<file path="src/rtl/irq_pkg.sv">
package irq_pkg;
  // One-cycle strobes the control path hands to the datapath
  typedef struct packed {
    logic sample;
    logic wrEn;
    logic ackEn;
  } ctrlStrobes_t;
endpackage

</file>
<file path="src/rtl/irq_ctrl.sv">
module irq_ctrl #(
  parameter int NUM_LVL = 6,
  parameter int LVL_W   = 3
) (
  input  logic                   sampleStb,
  input  logic                   regWrEn,
  input  logic                   ackValid,
  input  logic [LVL_W-1:0]       ackLevel,
  output irq_pkg::ctrlStrobes_t  strobes,
  output logic [NUM_LVL-1:0]     ackMask
);
  always_comb begin
    strobes.sample = sampleStb;
    strobes.wrEn   = regWrEn;
    strobes.ackEn  = ackValid;
  end

  // One-hot clear mask; codes at or above NUM_LVL match no bit
  for (genvar i = 0; i < NUM_LVL; i++) begin : g_ack
    assign ackMask[i] = ackValid && (ackLevel == LVL_W'(i));
  end
endmodule

</file>
<file path="src/rtl/irq_datapath.sv">
module irq_datapath #(
  parameter int NUM_EXT     = 3,
  parameter int NUM_INT     = 3,
  parameter int SYNC_STAGES = 2,
  localparam int NUM_LVL    = NUM_EXT + NUM_INT
) (
  input  logic                  clk,
  input  logic                  rstN,
  input  logic [NUM_EXT-1:0]    extReq,
  input  logic [NUM_INT-1:0]    intReq,
  input  irq_pkg::ctrlStrobes_t strobes,
  input  logic [NUM_LVL-1:0]    ackMask,
  input  logic [NUM_LVL-1:0]    wrData,
  output logic [NUM_LVL-1:0]    firstStage,
  output logic [NUM_LVL-1:0]    reqReg
);
  logic [NUM_EXT-1:0] syncQ [SYNC_STAGES];
  logic [NUM_LVL-1:0] curLvl, prevLvl, edgeHit, baseNext, reqNext;

  // Synchronizer chain for the external lines
  always_ff @(posedge clk or negedge rstN) begin
    if (!rstN) begin
      for (int s = 0; s < SYNC_STAGES; s++) syncQ[s] <= '0;
    end else begin
      syncQ[0] <= extReq;
      for (int s = 1; s < SYNC_STAGES; s++) syncQ[s] <= syncQ[s-1];
    end
  end

  assign curLvl  = {intReq, syncQ[SYNC_STAGES-1]};
  assign edgeHit = curLvl & ~prevLvl;

  // Edge history and first-stage catch; a new edge beats the sample clear
  always_ff @(posedge clk or negedge rstN) begin
    if (!rstN) begin
      prevLvl    <= '0;
      firstStage <= '0;
    end else begin
      prevLvl    <= curLvl;
      firstStage <= (firstStage & ~{NUM_LVL{strobes.sample}}) | edgeHit;
    end
  end

  // Second stage: write over acknowledge, then OR in sampled bits
  always_comb begin
    if (strobes.wrEn)       baseNext = wrData;
    else if (strobes.ackEn) baseNext = reqReg & ~ackMask;
    else                    baseNext = reqReg;
    reqNext = baseNext | (strobes.sample ? firstStage : '0);
  end

  always_ff @(posedge clk or negedge rstN) begin
    if (!rstN) reqReg <= '0;
    else       reqReg <= reqNext;
  end
endmodule

</file>
<file path="src/rtl/irq_edge_latch.sv">
module irq_edge_latch #(
  parameter int NUM_EXT     = 3,
  parameter int SYNC_STAGES = 2,
  localparam int NUM_INT    = 3,
  localparam int NUM_LVL    = NUM_EXT + NUM_INT,
  localparam int LVL_W      = $clog2(NUM_LVL)
) (
  input  logic               clk,
  input  logic               rstN,
  input  logic [NUM_EXT-1:0] extReq,
  input  logic               rxDone,
  input  logic               t0End,
  input  logic               txEmpty,
  input  logic               lvl4SelTx,
  input  logic               t1End,
  input  logic               sampleStb,
  input  logic               ackValid,
  input  logic [LVL_W-1:0]   ackLevel,
  input  logic               regWrEn,
  input  logic [NUM_LVL-1:0] regWrData,
  output logic [NUM_LVL-1:0] reqReg
);
  irq_pkg::ctrlStrobes_t strobes;
  logic [NUM_LVL-1:0] ackMask;
  logic [NUM_LVL-1:0] firstStage;
  logic [NUM_INT-1:0] intReq;

  // Internal sources; the middle level picks one of two
  assign intReq = {t1End, (lvl4SelTx ? txEmpty : t0End), rxDone};

  irq_ctrl #(.NUM_LVL(NUM_LVL), .LVL_W(LVL_W)) u_ctrl (
    .sampleStb(sampleStb), .regWrEn(regWrEn), .ackValid(ackValid),
    .ackLevel(ackLevel), .strobes(strobes), .ackMask(ackMask)
  );

  irq_datapath #(.NUM_EXT(NUM_EXT), .NUM_INT(NUM_INT), .SYNC_STAGES(SYNC_STAGES)) u_dp (
    .clk(clk), .rstN(rstN), .extReq(extReq), .intReq(intReq),
    .strobes(strobes), .ackMask(ackMask), .wrData(regWrData),
    .firstStage(firstStage), .reqReg(reqReg)
  );
endmodule

</file>
<file path="config.mk">
export PLATFORM = sky130hd
export DESIGN_NAME = irq_edge_latch
export DESIGN_NICKNAME = d
export VERILOG_FILES = /design/src/rtl/irq_pkg.sv /design/src/rtl/irq_ctrl.sv /design/src/rtl/irq_datapath.sv /design/src/rtl/irq_edge_latch.sv
export SDC_FILE = /design/constraint.sdc
export NUM_CORES = 1
export LEC_CHECK = 0
export BUFFER_PORTS_ARGS = -buffer_cell sky130_fd_sc_hd__buf_2
export CORE_MARGIN = 1
export CORE_UTILIZATION = 38
export CTS_CLUSTER_SIZE = 16
export DETAILED_ROUTE_END_ITERATION = 7
export PLACE_DENSITY_LB_ADDON = 0.25
export SYNTH_ARGS = -nofsm -noshare
export SYNTH_HDL_FRONTEND = slang
export SYNTH_SLANG_ARGS = --single-unit
</file>
<file path="constraint.sdc">
create_clock -name clk -period 1.5 [get_ports clk]
set_clock_uncertainty 0.05 [all_clocks]
set_input_delay 0.15 -clock clk [delete_from_list [all_inputs] [get_ports clk]]
set_output_delay 0.15 -clock clk [all_outputs]
set_load 0.1 [all_outputs]
</file>
---- Word-level counts from Yosys, hierarchy flattened ----
Index checks and enable logic that the tools add are counted.
storage, ports and cells
  word-level logic and storage cells ...... 29
  flip-flop bits (word level) ............. 24
  input bits .............................. 22
operators by class
  reduce and logical (&&, ||, !) cells .... 7
  equality and inequality tests ........... 5
  bitwise operators ....................... 8
  muxes and demuxes ....................... 4
operator list
  operator                                                         number
  6-bit AND                                                        3
  6-bit two-way mux                                                3
  6-bit inverter                                                   3
  6-bit bitwise OR                                                 2
  3-bit by 2-bit == test with 1-bit output, second input constant  2
  3-bit == test, second input constant                             2
  1-bit logical AND                                                6
  3-bit by 1-bit == test with 1-bit output, second input constant  1
  3-bit logical NOT                                                1
  1-bit two-way mux                                                1

---- Depth between registers and ports, before layout ----
  depth in word-level cells ............... 7
  mapped depth ............................ 3

---- Hierarchy ----
Synthesis repeated with hierarchy kept, for this count alone.
second synthesis, totals
  cell total of the unflattened synthesis .. 72
  area, all modules ....................... 975.9 um^2
modules (own cells, without submodules)
  module          cells an instance  instances  area each (um^2)
  irq_datapath    62                 1          864.6
  irq_ctrl        9                  1          96.3
  irq_edge_latch  1                  1          15.0

---- Worst setup path before layout ----
Ideal clock, no wire load.
  path type ............................... register -> register
  start ................................... reg u_dp.reqReg[0]
  end ..................................... reg u_dp.reqReg[0]
  cell stages (with the launch flop) ...... 3
  path buffers ............................ 0
  setup time .............................. 0.083 ns
  slack ................................... 0.234 ns
  period minus slack after synthesis ...... 1.266 ns
  data arrival time ....................... 1.133 ns
  cells stage by stage .................... dfrtp_1 > nand2b_1 > o21ai_0
between the ends
  cells in the longest elaborated chain, start to end .. 4
ends and longest elaborated chain
  element                 RTL line            text
  start, declared         irq_datapath.sv:15  output logic [NUM_LVL-1:0] reqReg
  start signal, assigned  irq_datapath.sv:54  else reqReg <= reqNext;
  6-bit AND               irq_datapath.sv:47  else if (strobes.ackEn) baseNext = reqReg & ~ackMask;
  6-bit two-way mux (*)   irq_datapath.sv:47
  6-bit two-way mux (*)   irq_datapath.sv:46  if (strobes.wrEn) baseNext = wrData;
  6-bit bitwise OR (*)    irq_datapath.sv:49  reqNext = baseNext | (strobes.sample ? firstStage : '0);
  via u_dp.reqNext[0]     irq_datapath.sv:18  logic [NUM_LVL-1:0] curLvl, prevLvl, edgeHit, baseNext, reqNext;
The timed path passes the listed nets; every way through them passes the cells marked *.

---- Final worst setup path ----
  start ................................... reg u_dp.reqReg[0]
  end ..................................... out reqReg[0]
RTL lines
  element        RTL line              text
  end, declared  irq_edge_latch.sv:21  output logic [NUM_LVL-1:0] reqReg
No word-level cell between the ends.

==> metrics.yaml <==
global_routing:
  use_met2_pct: 21.3
  antenna_found_initial: 0
  grt_pass1_vias: 619
  grt_pass1_wl_mm: 2.64
  grt_usage_pct: 14.4
  grt_max_degree: 25
  grt_busiest_layer: "met2"
  gr-total-overflow: 0
  grtUsageMet1_pct: 18.5
  gr-usage-met3_pct: 4.32
logic_synthesis:
  synth_cells: 63
  yosys.area.top_type: "dfrtp_1"
  synth_seq_cells: 24
  ys_warn_count: 0
  synth_nets: 85
  seq_area_frac_synth_pct: 68.6
  synth_cell_types: 14
  netlist_top_cells_area: "dfrtp_1, a22o_1, a22oi_1, nand2b_1, and4bb_2"
  synth_top_area_share_pct: 68.6
  synth_area_sq_um: 876
  synthesis.area_per_instance_sq_um: 13.9
timing:
  tns_ps: 0
  slew_violations: 0
  final.min_clock_period_ps: 1310
  slew_headroom_pct: 66.3
  rsz0062_at_grt: "false"
  hold_viol_final: 0
  setup_viol: 0
  fin_crit_sh_pct: 87.2
  setup_ws_ps: 192
  tightest_slew_ps: 505
  max_freq_ghz: 0.764
setup_path:
  worstSetupStartpointType: "flop"
  path_delay_family: "buffers and inverters"
  rr_worst_depth: 2
  slowest_stage: "buf_2"
  r2r_end: "u_dp.reqReg[5]$_DFF_PN0_"
  r2r-start: "u_dp.firstStage[5]$_DFF_PN0_"
  cp.arrival_ps: 1110
  critical_path_required_ps: 1300
  cp-end-kind: "primary output"
  path_cells: "buf_2"
  cp_max_fo: 2
  ff2ff_setup_slack_ps: 650
  critical_path_buf_inv_count: 1
  path_class: "reg -> out"
  cpPeakStageDelay_ps: 430
final_layout:
  multi_input_area_sq_um: 244
  n_antenna_cell: 0
  utilization_pct: 53.6
  drive_gt1_share_pct: 34.7
  syn_to_final_growth_pct: 34.0
  nets: 124
  seq_area_sq_um: 601
  nFillCells: 194
  design_area_sq_um: 1170
pwr:
  power_w: 0.00147
  p_leak_nw: 0.578
  power_density_nw_per_um2: 1250
  peakVddDrop_uv: 673
floorplan:
  dieArea_sq_um: 2500
  pin_count: 28
  rows: 17
  fp.coreArea_sq_um: 2190
  fp.dieW_um: 50.0
  start_util_pct: 40.0
  die_y_um: 50.0
worst_hold_path:
  min_to: "u_dp.reqReg[1]$_DFF_PN0_"
  hp-class: "in -> reg"
  hold_path_depth: 3
  hp-start: "regWrData[1]"
clock_tree:
  cts_setup_buffers: 0
  cts_num_sinks: 24
  htreeDepth: 1
  worstSkewPairLatency_ps: 310
  clk_path_buf_depth: 2
  path_clk_slew_ps: 130
  numCtsBuffers: 3
  ctsResizeCount: 0
  cts_tree: "yes"
  cts-root-buf: "clkbuf_4"
place:
  place_congestion: 0.708
  place_area_sq_um: 1040
  port_buffers: 27
  hpwl_mm: 1.03
  preCtsSetupSlack_ps: 549
status:
  outcome: "finished, final reports clean"
route:
  routedWlPerCell_um: 11.6
  drc: 0
  vias: 633
  vias_per_cell: 4.91
  dr.pass1.iters: 4
  ant_nets: 0
  drt_wl_total_mm: 1.49
  detail_route.iter0.violations: 9
job:
  max_cap_violations: 0
## cells by family after synthesis
| family | synth area share (%) |
|---|---|
| multiplexers | 1.71 |
| buffers and inverters | 3.57 |
| AO/OA/AOI/OAI | 14.6 |
| AND/OR/NAND/NOR | 11.6 |
| flip-flops | 68.6 |
## registers in the layout (all words and copies together), names as in the netlist
signal           cells
u_dp.firstStage      6
u_dp.prevLvl         6
u_dp.reqReg          6
u_dp.curLvl          3
u_dp.syncQ           3
## repair_timing
action / 4_1_cts / 5_1_grt
endpoints found under the hold margin: 32 / 0
hold buffers: 8 / 0
setup endpoints to repair: 0 / 0
## power breakdown
| part | total [W] | leakage, nW | internal [W] | switching (W) |
|---|---|---|---|---|
| combinational | 0.000293 | 0.269 | 0.0000838 | 0.000210 |
| clock | 0.000457 | 0.0279 | 0.000270 | 0.000187 |
| sequential | 0.000721 | 0.281 | 0.000698 | 0.0000234 |
## cells in the final DEF (no fill, tap or decap)
cell / synthesis / routed
buf_2: 1 / 27
dfrtp_1: 24 / 24
dlygate4sd3_1: 0 / 8
inv_1: 6 / 6
a22o_1: 6 / 6
nand2b_1: 6 / 6
a22oi_1: 6 / 6
o21ai_1: 3 / 3
o21ai_0: 3 / 3
clkbuf_4: 0 / 3
and4b_1: 2 / 2
and4bb_2: 2 / 2
inv_2: 1 / 1
mux2_4: 1 / 1
nor4bb_1: 1 / 1
nor4b_1: 1 / 1
bufinv_16: 0 / 1
## metal layers
| metal | share of wire [%] | wire (um) |
|---|---|---|
| met3 | 6.2 | 93 |
| met5 | 0 | 0 |
| met4 | 0.67 | 10 |
| met2 | 47 | 700 |
| met1 | 46 | 687 |
## through the flow
stage / hold slack (ps) / std cells
after floorplan: -196 / 63
after global placement: 98.9 / 117
after detailed placement: 108 / 117
after CTS: 10.5 / 129
after global routing: 14.0 / 129
final: 27.0 / 129
## area by class of cell
type                    instances  area share, %
flip-flops and latches         24           51.2
multi-input cells              31           20.8
repair buffers                 35           18.3
well taps                      28           2.99
clock inverters                 1           2.56
inverters                       7           2.24
clock buffers                   3           1.92
## worst max-delay path by stage
stage | start | endpoint | slack [ps] | cells after the start
after floorplan | u_dp.reqReg[0]$_DFF_PN0_ | u_dp.reqReg[0]$_DFF_PN0_ | 230 | 2
after global placement | u_dp.reqReg[4]$_DFF_PN0_ | reqReg[4] | 550 | 1
after detailed placement | u_dp.reqReg[4]$_DFF_PN0_ | reqReg[4] | 550 | 1
after CTS | u_dp.reqReg[0]$_DFF_PN0_ | reqReg[0] | 170 | 1
after global routing | u_dp.reqReg[0]$_DFF_PN0_ | reqReg[0] | 120 | 1
final | u_dp.reqReg[0]$_DFF_PN0_ | reqReg[0] | 190 | 1
## Yosys cell counts
cell type  count
inv_1          6
buf_2          1
dfrtp_1       24
a22o_1         6
and4bb_2       2
a22oi_1        6
mux2_4         1
nor4b_1        1
o21ai_0        3
nand2b_1       6
and4b_1        2
nor4bb_1       1
inv_2          1
o21ai_1        3
(Power assumes the default switching activity.)
